===== config.mk =====
export PLATFORM = sky130hd
export DESIGN_NAME = hall_thresh_switch
export DESIGN_NICKNAME = d
export VERILOG_FILES = /design/src/rtl/hts_pkg.sv /design/src/rtl/hts_thr_calc.sv /design/src/rtl/hts_por_timer.sv /design/src/rtl/hall_thresh_switch.sv
export SDC_FILE = /design/constraint.sdc
export NUM_CORES = 1
export LEC_CHECK = 0
export CAP_MARGIN = 20
export CORE_UTILIZATION = 40
export DETAILED_ROUTE_END_ITERATION = 7
export DONT_BUFFER_PORTS = 1
export SKIP_LAST_GASP = 1
export SLEW_MARGIN = 20
export SYNTH_ARGS = -nofsm -noshare
export SYNTH_HDL_FRONTEND = slang
export SYNTH_SLANG_ARGS = --single-unit

===== constraint.sdc =====
create_clock -name clk -period 1.5 [get_ports clk]
set_input_delay 0.075 -clock clk [delete_from_list [all_inputs] [get_ports clk]]
set_output_delay 0.075 -clock clk [all_outputs]
set_load 0.01 [all_outputs]

===== src/rtl/hts_pkg.sv =====
package hts_pkg;

    typedef struct packed {
        logic out_n;
    } sw_state_t;

    function automatic int clamp_int(input int v, input int lo, input int hi);
        if (v < lo) return lo;
        if (v > hi) return hi;
        return v;
    endfunction

endpackage


===== src/rtl/hts_thr_calc.sv =====
module hts_thr_calc #(
    parameter int SAMPLE_W = 12,
    parameter int CODE_W   = 7,
    parameter int BASE     = 0,
    parameter int STEP     = 16,
    parameter int HYST     = 48
) (
    input  logic [CODE_W-1:0]          code,
    input  logic                       neg,
    output logic signed [SAMPLE_W-1:0] op_thr,
    output logic signed [SAMPLE_W-1:0] rel_thr
);
    import hts_pkg::*;

    localparam int SMAX = (2 ** (SAMPLE_W - 1)) - 1;
    localparam int SMIN = -(2 ** (SAMPLE_W - 1));

    int signed_code;
    int op_i;
    int rel_i;

    always_comb begin
        signed_code = neg ? -int'(code) : int'(code);
        op_i        = clamp_int(BASE + signed_code * STEP, SMIN, SMAX);
        rel_i       = clamp_int(op_i - HYST, SMIN, SMAX);
    end

    assign op_thr  = op_i[SAMPLE_W-1:0];
    assign rel_thr = rel_i[SAMPLE_W-1:0];

endmodule


===== src/rtl/hts_por_timer.sv =====
module hts_por_timer #(
    parameter int POR_SAMPLES = 12
) (
    input  logic clk,
    input  logic rst_n,
    input  logic tick,
    output logic done
);
    localparam int CW = (POR_SAMPLES < 2) ? 1 : $clog2(POR_SAMPLES + 1);

    generate
        if (POR_SAMPLES == 0) begin : g_none
            assign done = 1'b1;
        end else begin : g_count
            typedef struct packed {
                logic [CW-1:0] cnt;
                logic          done;
            } por_t;

            por_t st_d, st_q;

            always_comb begin
                st_d = st_q;
                if (tick && !st_q.done) begin
                    if (st_q.cnt == CW'(POR_SAMPLES - 1)) begin
                        st_d.done = 1'b1;
                    end
                    st_d.cnt = st_q.cnt + 1'b1;
                end
            end

            always_ff @(posedge clk or negedge rst_n) begin
                if (!rst_n) begin
                    st_q <= '0;
                end else begin
                    st_q <= st_d;
                end
            end

            assign done = st_q.done;
        end
    endgenerate

endmodule


===== src/rtl/hall_thresh_switch.sv =====
module hall_thresh_switch #(
    parameter int SAMPLE_W    = 12,
    parameter int CODE_W      = 7,
    parameter int BASE        = 0,
    parameter int STEP        = 16,
    parameter int HYST        = 48,
    parameter int POR_SAMPLES = 12
) (
    input  logic                       clk,
    input  logic                       rst_n,
    input  logic                       field_vld,
    input  logic signed [SAMPLE_W-1:0] field,
    input  logic [CODE_W-1:0]          op_code,
    input  logic                       op_neg,
    output logic                       out_n
);
    import hts_pkg::*;

    logic signed [SAMPLE_W-1:0] op_thr;
    logic signed [SAMPLE_W-1:0] rel_thr;
    logic                       por_done;
    sw_state_t                  sw_d, sw_q;

    hts_thr_calc #(
        .SAMPLE_W(SAMPLE_W),
        .CODE_W  (CODE_W),
        .BASE    (BASE),
        .STEP    (STEP),
        .HYST    (HYST)
    ) u_thr (
        .code   (op_code),
        .neg    (op_neg),
        .op_thr (op_thr),
        .rel_thr(rel_thr)
    );

    hts_por_timer #(
        .POR_SAMPLES(POR_SAMPLES)
    ) u_por (
        .clk  (clk),
        .rst_n(rst_n),
        .tick (field_vld),
        .done (por_done)
    );

    always_comb begin
        sw_d = sw_q;
        if (field_vld) begin
            if (!por_done) begin
                sw_d.out_n = 1'b1;
            end else if (field > op_thr) begin
                sw_d.out_n = 1'b0;
            end else if (field < rel_thr) begin
                sw_d.out_n = 1'b1;
            end
        end
    end

    always_ff @(posedge clk or negedge rst_n) begin
        if (!rst_n) begin
            sw_q.out_n <= 1'b1;
        end else begin
            sw_q <= sw_d;
        end
    end

    assign out_n = sw_q.out_n;

endmodule


* Word level (Yosys, flattened, before mapping)
Index checks and enable logic that the tools add are counted.
Cells by class: $add $sub $neg 3, magnitude comparators 6, equal/unequal tests 2, multiplexer cells 18, reductions and logical operators 4
Operator list (count):
- $mux 32 | 4
- $gt 32x12->1 const B | 2
- $lt 32x12->1 const B | 2
- $mux 12 | 4
- $sub 32x7->32 const B | 1
- $mux 28 | 1
- $neg 7->28 | 1
- $gt 12x12->1 | 1
- $lt 12x12->1 | 1
- $mux 1 | 9
- $add 4x1->4 const B | 1
- $eq 4x4->1 const B | 1
- $reduce_and 2->1 | 2
- $ne 3x3->1 const B | 1
- $logic_and 1x1->1 | 1
- $logic_not 1->1 | 1
Word-level totals: bits in registers 6, input port bits 23, output and inout port bits 1

* Longest topological paths before layout
Gate-level depths: netlist of run 1.
depth after elaboration 17, depth in mapped cells 22, mapped depth without buffers 20

* By module
A second synthesis of run 1 with hierarchy kept.
Unflattened totals: cell total of the unflattened synthesis 205, area, all modules 1587.8 um^2
Modules (own cells, without submodules):
- hts_thr_calc | times used 1, cells an instance 106, area each 714.4 um^2, sequential area each 0.0 um^2
- hall_thresh_switch | times used 1, cells an instance 84, area each 660.6 um^2, sequential area each 26.3 um^2
- hts_por_timer | times used 1, cells an instance 15, area each 212.7 um^2, sequential area each 125.1 um^2

* Worst setup path after synthesis of run 1
OpenSTA, ideal clock, no wires.
kind input to register, start input op_code[2], end register, netlist name out_n, arrival 4029 ps, data required time 1403 ps, setup slack -2626 ps, cell stages on the path 19, path buffers 2, cell sequence buf_6 or3_4 nor3_1 ha_1 nand2_1 o31a_1 ha_1 clkbuf_1 o21ai_1 ha_1 nor2_1 a21oi_1 ha_1 a21o_1 a21o_1 a21o_1 a2111oi_0 nor3_1 nor4_1
On the way: cells in the longest elaborated chain, start to end 16, elaborated cells on any way between the ends 27
Ends and longest elaborated chain:
- from (decl) | RTL line hall_thresh_switch.sv:13 | input logic [CODE_W-1:0] op_code,
- $neg 7->28 | RTL line hts_thr_calc.sv:23 | signed_code = neg ? -int'(code) : int'(code);
- $mux 28 * | RTL line hts_thr_calc.sv:23
- $gt 32x12->1 / $lt 32x12->1 (equally long branches) | RTL line hts_pkg.sv:9, hts_pkg.sv:8
- $mux 1 / $mux 32 (equally long branches) | RTL line hts_pkg.sv:9, hts_pkg.sv:8
- $mux 1 / $mux 32 (equally long branches) | RTL line hts_pkg.sv:9 | if (v > hi) return hi;
- $mux 32 | RTL line hts_pkg.sv:10 | return v;
- $mux 32 * | RTL line hts_pkg.sv:9
- $sub 32x7->32 | RTL line hts_thr_calc.sv:25 | rel_i = clamp_int(op_i - HYST, SMIN, SMAX);
- $gt 32x12->1 / $lt 32x12->1 (equally long branches) | RTL line hts_pkg.sv:9, hts_pkg.sv:8
- $mux 1 / $mux 12 (equally long branches) | RTL line hts_pkg.sv:9, hts_pkg.sv:8
- $mux 1 / $mux 12 (equally long branches) | RTL line hts_pkg.sv:9
- $mux 12 | RTL line hts_pkg.sv:10
- $mux 12 | RTL line hts_pkg.sv:9
- $lt 12x12->1 | RTL line hall_thresh_switch.sv:53 | end else if (field < rel_thr) begin
- $ne 3x3->1 (no source line)
- $reduce_and 2->1 (no source line)
Every way passes the cells marked *; elsewhere a longest branch is shown, timed or not. The select of a mux whose other input is x is not followed. A chain may end at the register's enable or synchronous reset.

* Worst setup path after layout of run 1
start input op_code[4], end register, netlist name out_n
On the way: cells in the longest elaborated chain, start to end 16, elaborated cells on any way between the ends 27
Ends and longest elaborated chain (RTL line):
- $neg 7->28 | hts_thr_calc.sv:23
- $mux 28 * | hts_thr_calc.sv:23
- $gt 32x12->1 / $lt 32x12->1 (equally long branches) | hts_pkg.sv:9, hts_pkg.sv:8
- $mux 1 / $mux 32 (equally long branches) | hts_pkg.sv:9, hts_pkg.sv:8
- $mux 1 / $mux 32 (equally long branches) | hts_pkg.sv:9
- $mux 32 | hts_pkg.sv:10
- $mux 32 * | hts_pkg.sv:9
- $sub 32x7->32 | hts_thr_calc.sv:25
- $gt 32x12->1 / $lt 32x12->1 (equally long branches) | hts_pkg.sv:9, hts_pkg.sv:8
- $mux 1 / $mux 12 (equally long branches) | hts_pkg.sv:9, hts_pkg.sv:8
- $mux 1 / $mux 12 (equally long branches) | hts_pkg.sv:9
- $mux 12 | hts_pkg.sv:10
- $mux 12 | hts_pkg.sv:9
- $lt 12x12->1 | hall_thresh_switch.sv:53
- $ne 3x3->1 (no source line)
- $reduce_and 2->1 (no source line)
Marks and branches as above.

==> results.md, run 1 <==
STA:
- The number of setup violations in the final report is 1.
- After layout, the minimum clock period comes to about 3.4 ns.
- On the final layout, the worst clock skew is approximately 0.00082 ns.
- For the pin with the worst max-slew slack, the measured transition is 0.4478 ns.
- The remaining max-slew budget at the tightest pin is a little over two thirds.
- In the final timing run, aggregate negative setup slack is -1.895 ns.
- Setup repair after global routing could not meet its margin everywhere.
- Setup slack on the critical path of the routed design comes to -1.895 ns.
- The final count of hold timing violations was 0.
- The max-slew violation count is 0.
- Based on the critical path, the design can be clocked at up to slightly below 300 MHz.
- Dividing the final minimum period by the clock period gives 226.3%.

Floorplan:
- In this run the vertical extent of the chip is approximately 63 um.
- The floorplan step defined a die boundary enclosing 3973 um2.
- The die is approximately 63 um wide.
- During I/O placement, the number of pins put on the boundary was 24.
- The starting density of the core is a little over two fifths.
- The floorplan has 21 rows.
- The area of the placeable core is 3442 um2.

Layout:
- Relative to the synthesized area, the layout overhead comes to 37.70%.
- Cells with a size suffix above 1 make up between 30% and 40% of the layout.
- At the end of the flow, the number of nets in the layout was about 290.
- After routing the design area is a little over 2000 um2.
- The number of antenna repair diodes is 0.

Synthesis:
- The library cell with the largest summed area after synthesis is sky130_fd_sc_hd__ha_1.
- In the synthesized netlist, the cells that appear most often are 28 x sky130_fd_sc_hd__ha_1, 16 x sky130_fd_sc_hd__nand2_1, 12 x sky130_fd_sc_hd__inv_1.
- Of the synthesized area, sequential elements account for 10.16%.
- The post-synthesis instance area is ~1500 um2.
- The number of library cell types mapped by synthesis is 57.
- The count of flip-flops with a built-in enable after synthesis is 0.
- The number of nets handed over by synthesis was 231.
- The synthesized design devotes to its leading area cell type between 20% and 30% of total area.
- The most instantiated library cell after synthesis is sky130_fd_sc_hd__ha_1.
- A synthesized cell averages approximately 8.3 um2.
- The number of register bits inferred by synthesis is 6.
- The top flip-flop cell by instance count after synthesis is sky130_fd_sc_hd__dfrtp_1.
- By area the synthesized netlist is led by sky130_fd_sc_hd__ha_1 24%, sky130_fd_sc_hd__dfrtp_1 8.4%, sky130_fd_sc_hd__xnor2_1 4.7%.
- The fraction of registers with async set or reset after synthesis is 100.0%.
- In the synthesized netlist, the number of instances is 180.
- The Yosys warning count is 0.

Hold path:
- The min-delay analysis places its worst path in the category in2reg.

Global route:
- The all-layer global routing usage is between 20% and 30%.
- The via count of the first global-routing pass is around 1600.
- The number of antenna violations at the first check in global routing was 0.
- Entering global routing, the biggest net connects 15 pins.
- The first global-routing pass estimated about 7000 um of wire.
- The total overflow reported by the global router is 0.

Setup path:
- The critical path launch point type is an input pin.
- By startpoint and endpoint, the worst setup path is classified as in2reg.
- STA classifies the critical path endpoint as a register.
- STA puts the critical path data arrival time at between 3 and 4 ns.
- The biggest fanout along the worst timing path is 5.
- Data on the critical path is required at its endpoint by roughly 1.6 ns.

Power and ir drop:
- The power density over the cells is roughly 740 nW/um2.
- The worst-case IR drop observed on VDD is 1.394 mV.
- The cell leakage power is between 0.0009 and 0.001 uW.

Route:
- The total DRC errors in the routed layout is 0.
- Dividing the detail-routed via count by the number of cells gives 5.498.
- The post-detailed-route wirelength per cell is around 14 um.
- The count of nets left with antenna violations once routing finished came out at 0.
- The detailed router finished its first iteration with 55 violations.
- Detailed routing inserted a total of 1534 vias.
- Summed over all layers, the routed wires come to around 4000 um.
- The pre-antenna-repair detailed-routing pass consisted of 4 iterations.

CTS:
- CTS built an H-tree with a depth of 1.
- The clock-pin slew on the worst setup and hold paths is ~0.040 ns.
- The number of buffers added by the clock tree synthesis step is 3.
- The number of sinks handled by clock tree synthesis is 6.
- The maximum buffer depth of the clock tree is 2.
- TritonCTS built the clock tree.
- The later pin in the worst-skew pair is clocked with a latency of ~0.22 ns.
- The cell at the root of the clock tree is sky130_fd_sc_hd__clkbuf_8.

Place:
- The HPWL after detailed placement is ~3400 um.
- The number of I/O port buffers is 0.
- Once placement finished, the instance area stood at 1882 um2.
- The congestion estimate from routability-driven global placement came to slightly below 0.9.

Job:
- The tool flagged a number of max-cap violations equal to 0.

Outcome:
- The run finished, with violations left.
- The final reports fail on setup timing.
==> kinds of logic (layout without fill, tap and decap cells) <==
family	Yosys count	in the layout	synth area share [%]
XOR/XNOR	12	12	7.557
flip-flops	6	6	10.16
buffers and inverters	18	71	6.297
AO/OA/AOI/OAI	53	53	28.13
adder cells (fa/ha/maj)	28	28	23.51
AND/OR/NAND/NOR	60	60	22.17
multiplexers	3	3	2.183
==> registers in the layout, indices dropped and copies added (netlist names) <==
register and cells:
out_n 1, u_por.g_count.st_q 4, u_por.done 1
==> worst paths after layout <==
path | start | endpoint | slack [ns] | cells past startpoint
max reg2reg | out_n$_DFFE_PN1P_ | out_n$_DFFE_PN1P_ | 0.11 | 6
min reg2reg | u_por.g_count.st_q[4]$_DFFE_PN0P_ | u_por.g_count.st_q[4]$_DFFE_PN0P_ | 0.47 | 1
max | op_code[4] | out_n$_DFFE_PN1P_ | -1.89 | 20
max in group asynchronous | rst_n | out_n$_DFFE_PN1P_ | 1.07 | 1
min in group asynchronous | rst_n | u_por.g_count.st_q[2]$_DFFE_PN0P_ | 0.16 | 1
min | field_vld | u_por.done$_DFFE_PN0P_ | 0.05 | 1
==> worst max-delay path, cell delays in order <==
cell and delay [ns]:
sky130_fd_sc_hd__or3_4 0.38, sky130_fd_sc_hd__nor3_4 0.11, sky130_fd_sc_hd__ha_2 0.19, sky130_fd_sc_hd__nand2_1 0.05, sky130_fd_sc_hd__o31a_1 0.31, sky130_fd_sc_hd__ha_4 0.30, sky130_fd_sc_hd__inv_2 0.06, sky130_fd_sc_hd__o211a_4 0.15
sky130_fd_sc_hd__and3_1 0.15, sky130_fd_sc_hd__a41oi_2 0.18, sky130_fd_sc_hd__and2_4 0.21, sky130_fd_sc_hd__o21ai_2 0.06, sky130_fd_sc_hd__ha_1 0.31, sky130_fd_sc_hd__buf_4 0.11, sky130_fd_sc_hd__nand4_1 0.11, sky130_fd_sc_hd__nor3_2 0.23
sky130_fd_sc_hd__buf_4 0.15, sky130_fd_sc_hd__o211ai_1 0.09, sky130_fd_sc_hd__a31oi_1 0.22, sky130_fd_sc_hd__nor4_2 0.08
==> metal layers <==
| layer | track usage [%] | vias up | part of all wire [%] | routed length, um |
|---|---|---|---|---|
| met1 | 27.84 | 712 | 45 | 1802 |
| met4 | 3.198 | 0 | 1.4 | 57 |
| li1 | - | 775 | - | - |
| met2 | 38.71 | 41 | 50 | 1976 |
| met3 | 2.737 | 6 | 3.7 | 146 |
| met5 | 0 | - | 0 | 0 |
==> layout make-up <==
type	count	area (um2)
Clock buffer	4	45.04
Fill cell	305	1390
Inverter	12	45.04
Multi-Input combinational cell	156	1338
Sequential cell	6	151.4
Tap cell	46	57.56
Timing Repair Buffer	55	415.4
==> cells in the final DEF (no fill, tap or decap), types with 8 or more instances in the layout <==
cell,instances
sky130_fd_sc_hd__o21ai_0,8
sky130_fd_sc_hd__xnor2_1,8
sky130_fd_sc_hd__buf_4,54
sky130_fd_sc_hd__nand2_1,16
sky130_fd_sc_hd__nor2_1,10
sky130_fd_sc_hd__ha_1,26
sky130_fd_sc_hd__o21ai_2,9
sky130_fd_sc_hd__inv_1,11
==> stage by stage <==
stage               cells  hold slack [ns]  total power (uW)  util, %  worst slack [ns]
finish                279          0.04595              1515    59.61            -1.895
global route          279          0.04036              1652    59.61            -2.098
CTS                   277          0.04277              1473    58.09            -2.007
detailed placement    265          -0.2205              1173    54.67            -2.248
global placement      265          -0.2205              1136    54.67            -2.190
floorplan             180          -0.2206             883.8        -            -2.178
==> where the power goes <==
| part | internal [uW] | switching (uW) | total (uW) |
|---|---|---|---|
| Clock | 183 | 69.1 | 252 |
| Combinational | 509 | 443 | 952 |
| Sequential | 257 | 53.5 | 311 |
| Total | 950 | 565 | 1510 |
==> what timing repair did <==
item	in CTS	in global routing
endpoints found under the setup margin	1	1
endpoints found under the hold margin	6	0
hold buffers	1	0
setup buffers	7	2
resized for setup	3	5
pin swaps	13	10
(Power assumes the default switching activity.)
==> run 2: changes to the inputs <==
REMOVE_ABC_BUFFERS = 1   (was unset)
SETUP_SLACK_MARGIN = 0.3   (was unset)
==> results.md, run 2 (same netlist as run 1, synthesis figures left out) <==
STA:
- The setup skew after layout was 0.0007684 ns (-0.00004753 ns).
- The max-slew violation count is 0 (unchanged).
- The number of setup violations in the final report came to 1 (unchanged).
- The setup slack after layout is -2.133 ns (-0.2384 ns).
- Setup repair after global routing could not meet its margin everywhere.
- The maximum frequency from static timing analysis came to 275.2 MHz (-6.6%).
- The final count of hold timing violations was 0 (unchanged).
- The slew of the pin with the lowest slew margin is 0.4351 ns (-0.01265 ns).
- The clock period minus final worst setup slack is 3.633 ns (+0.2384 ns).
- The remaining max-slew budget at the tightest pin is 70.99% (+1.3 points).
- The portion of the clock cycle consumed by the worst path in the final layout was 242.2% (+16 points).

Power and ir drop:
- The power density over the cells is 737.6 nW/um2 (about the same).
- The switching share of power is 38.34% (+1.0 points).
- The switching power was 588.0 uW (+4.0%).
- The clock share of power came to 16.6% (about the same).
- The maximum vdd ir drop is 1.292 mV (-7.3%).
- The cell leakage power came to 0.0009354 uW (-0.88%).
- The sequential share of power is 21.3% (+0.8 points).
- The design internal power is 945.7 uW (-0.40%).
- The share of power burned in combinational logic came to 62.0% (-0.8 points).
- The power after layout is 1534 uW (+1.2%).

Route:
- The post-detailed-route wirelength per cell is 15.22 um (+6.6%).
- The DRC violation total after the first TritonRoute iteration was 92 (+67%).
- The count of TritonRoute iterations in the first routing pass came to 4 (unchanged).
- The total wire length after detailed routing is 4169 um (+4.7%).
- The count of nets left with antenna violations after detail routing was 0 (unchanged).
- The total number of vias was 1519 (-0.98%).
- The via density per instance came to 5.544 (+0.83%).
- The total DRC errors in the routed layout is 0 (unchanged).

CTS:
- TritonCTS built the clock tree.
- The cell at the root of the clock tree is sky130_fd_sc_hd__clkbuf_8.
- The number of sinks handled by clock tree synthesis came to 6 (unchanged).
- The clock latency at the later pin of the worst-skew pair is 0.22 ns (about the same).
- The number of H-tree levels is 1 (unchanged).
- The maximum buffer depth of the clock tree is 2 (unchanged).
- The clock-pin slew on the worst setup and hold paths is 0.04 ns (about the same).
- The number of buffers added by the clock tree synthesis step came to 3 (unchanged).

Outcome:
- The flow ran to the end, but the final reports show violations.
- The final reports fail on setup timing.

Setup path:
- The worst setup path is of the in2reg kind.
- The biggest fanout along the worst timing path is 7 (+2).
- The number of buffer and inverter instances along the worst setup path is 2 (-1).
- The length in cells of the worst reg-to-reg path is 6 (unchanged).
- The required time at the endpoint of the critical path came to 1.63 ns (about the same).
- The largest delay contributor family on the critical path is compound AO/OA/AOI/OAI gates.
- The worst setup path is captured at a register.
- The critical path launch point type is an input pin.
- The most prevalent standard cell on the critical path is sky130_fd_sc_hd__a21o_1.
- The slowest stage of the critical path belongs to the cell sky130_fd_sc_hd__or3_4.
- The critical path data arrival time is 3.76 ns (+0.22 ns).
- The delay of the slowest critical-path stage is 0.38 ns (about the same).
- Traced cell by cell, the critical path runs through or3_4, nor3_4, ha_2, nand2_1, o31a_1, ha_4, inv_4, a311oi_2, o21a_1, a41oi_2, buf_4, a21oi_2, ha_1, a21o_1, a21o_1, a21o_1, a2111oi_4, nor3_2, nor4_1.
- The cell count along the critical path was 19 (-5.0%).

Layout:
- The number of flip-flops in the largest register came to 4 (unchanged).
- In the layout the commonest cells are 48 x sky130_fd_sc_hd__buf_4, 25 x sky130_fd_sc_hd__ha_1, 16 x sky130_fd_sc_hd__nand2_1.
- The final cell count without fillers is 274 (-1.8%).
- The total number of nets in the final design is 280 (-1.8%).
- The most frequent standard cell in the layout excluding fill and tap cells is sky130_fd_sc_hd__buf_4.
- The register with the most flip-flops in the final layout is u_por.g_count.st_q.
- The number of antenna repair diodes is 0 (unchanged).
- The growth of design area from synthesis to finish is 39.55%.
- The ratio of cells with drive above 1 in the final layout is 41.23% (+1.7 points).
- The summed area of non-filler cells in the final layout is 2079 um2 (+1.3%).

Global route:
- The via count of the first global-routing pass was 1508 (-5.8%).
- The number of antenna violations at the first check in global routing came to 0 (unchanged).
- The all-layer global routing usage was 20.69% (-1.0 points).
- The total overflow reported by the global router was 0 (unchanged).
- The wire length of the first global-routing pass is 6651 um (-4.6%).
- The pin count of the biggest net entering global routing is 15 (unchanged).

Floorplan:
- The die width is 63.04 um (unchanged).
- The number of primary I/O pins came to 24 (unchanged).
- The site row count is 21 (unchanged).
- The area of the placeable core came to 3442 um2 (unchanged).
- The total die area came to 3973 um2 (unchanged).
- The starting density of the core is 43.29% (unchanged).
- The die extent in y is 63.04 um (unchanged).

Place:
- The pre-CTS setup slack is -2.576 ns (-0.3278 ns).
- The HPWL after detailed placement is 3433 um (+2.3%).
- The placed standard-cell area is 1852 um2 (-1.6%).
- The placed cell count came to 267 (+0.75%).
- The number of I/O port buffers is 0 (unchanged).
- The routability-driven placement congestion ratio is 0.8340 (-5.5%).

Job:
- The count of max-cap constraint violations was 0 (unchanged).

Hold path:
- The cell depth of the worst hold path is 1 (unchanged).
- In this run the worst hold path is classified as in2reg.
==> run 2: stage by stage <==
stage,hold WS [ns],setup TNS (ns),util [%]
final,0.03951,-2.133,60.41
after global placement,-0.2205,-2.382,53.80
after global routing,0.04496,-2.301,60.41
after CTS,0.03578,-2.035,56.34
after detailed placement,-0.2205,-2.576,53.80
after floorplan,-0.2206,-2.593,-
==> run 2: cell type report <==
class	count	area (um2)
flip-flops and latches	6	151.4
well taps	46	57.56
repair buffers	50	381.6
inverters	12	47.55
clock buffers	4	45.04
multi-input cells	156	1396
fillers	266	1363
==> run 2: power groups by stage <==
stage | sequential, uW | combinational (uW) | clock, uW
after floorplan | 319 | 518 | 0
after global placement | 318 | 786 | 0
after detailed placement | 327 | 828 | 0
after CTS | 324 | 858 | 262
after global routing | 343 | 1040 | 274
final | 327 | 951 | 255
==> run 2: worst paths after layout <==
check / start / end / slack (ns)
max in group asynchronous: rst_n / out_n$_DFFE_PN1P_ / 1.06
hold reg to reg: u_por.g_count.st_q[4]$_DFFE_PN0P_ / u_por.g_count.st_q[4]$_DFFE_PN0P_ / 0.50
setup / recovery: op_code[3] / out_n$_DFFE_PN1P_ / -2.13
min in group asynchronous: rst_n / u_por.g_count.st_q[2]$_DFFE_PN0P_ / 0.17
hold / removal: field_vld / u_por.done$_DFFE_PN0P_ / 0.04
setup reg to reg: out_n$_DFFE_PN1P_ / out_n$_DFFE_PN1P_ / 0.14
==> run 2: per-layer routing <==
metal	wire length [um]	global-route usage [%]	vias up
met4	21	2.035	0
met3	106	3.467	2
li1	-	-	769
met1	1931	27.96	730
met5	0	0	-
met2	2108	35.08	18
==> run 2: what timing repair did <==
| item | CTS | global route |
|---|---|---|
| endpoints found under the setup margin | 1 | 2 |
| gates resized for setup | 8 | 22 |
| endpoints found under the hold margin | 6 | 0 |
| buffers inserted | 0 | 2 |
| hold buffers | 1 | 0 |
| pin swaps | 6 | 19 |
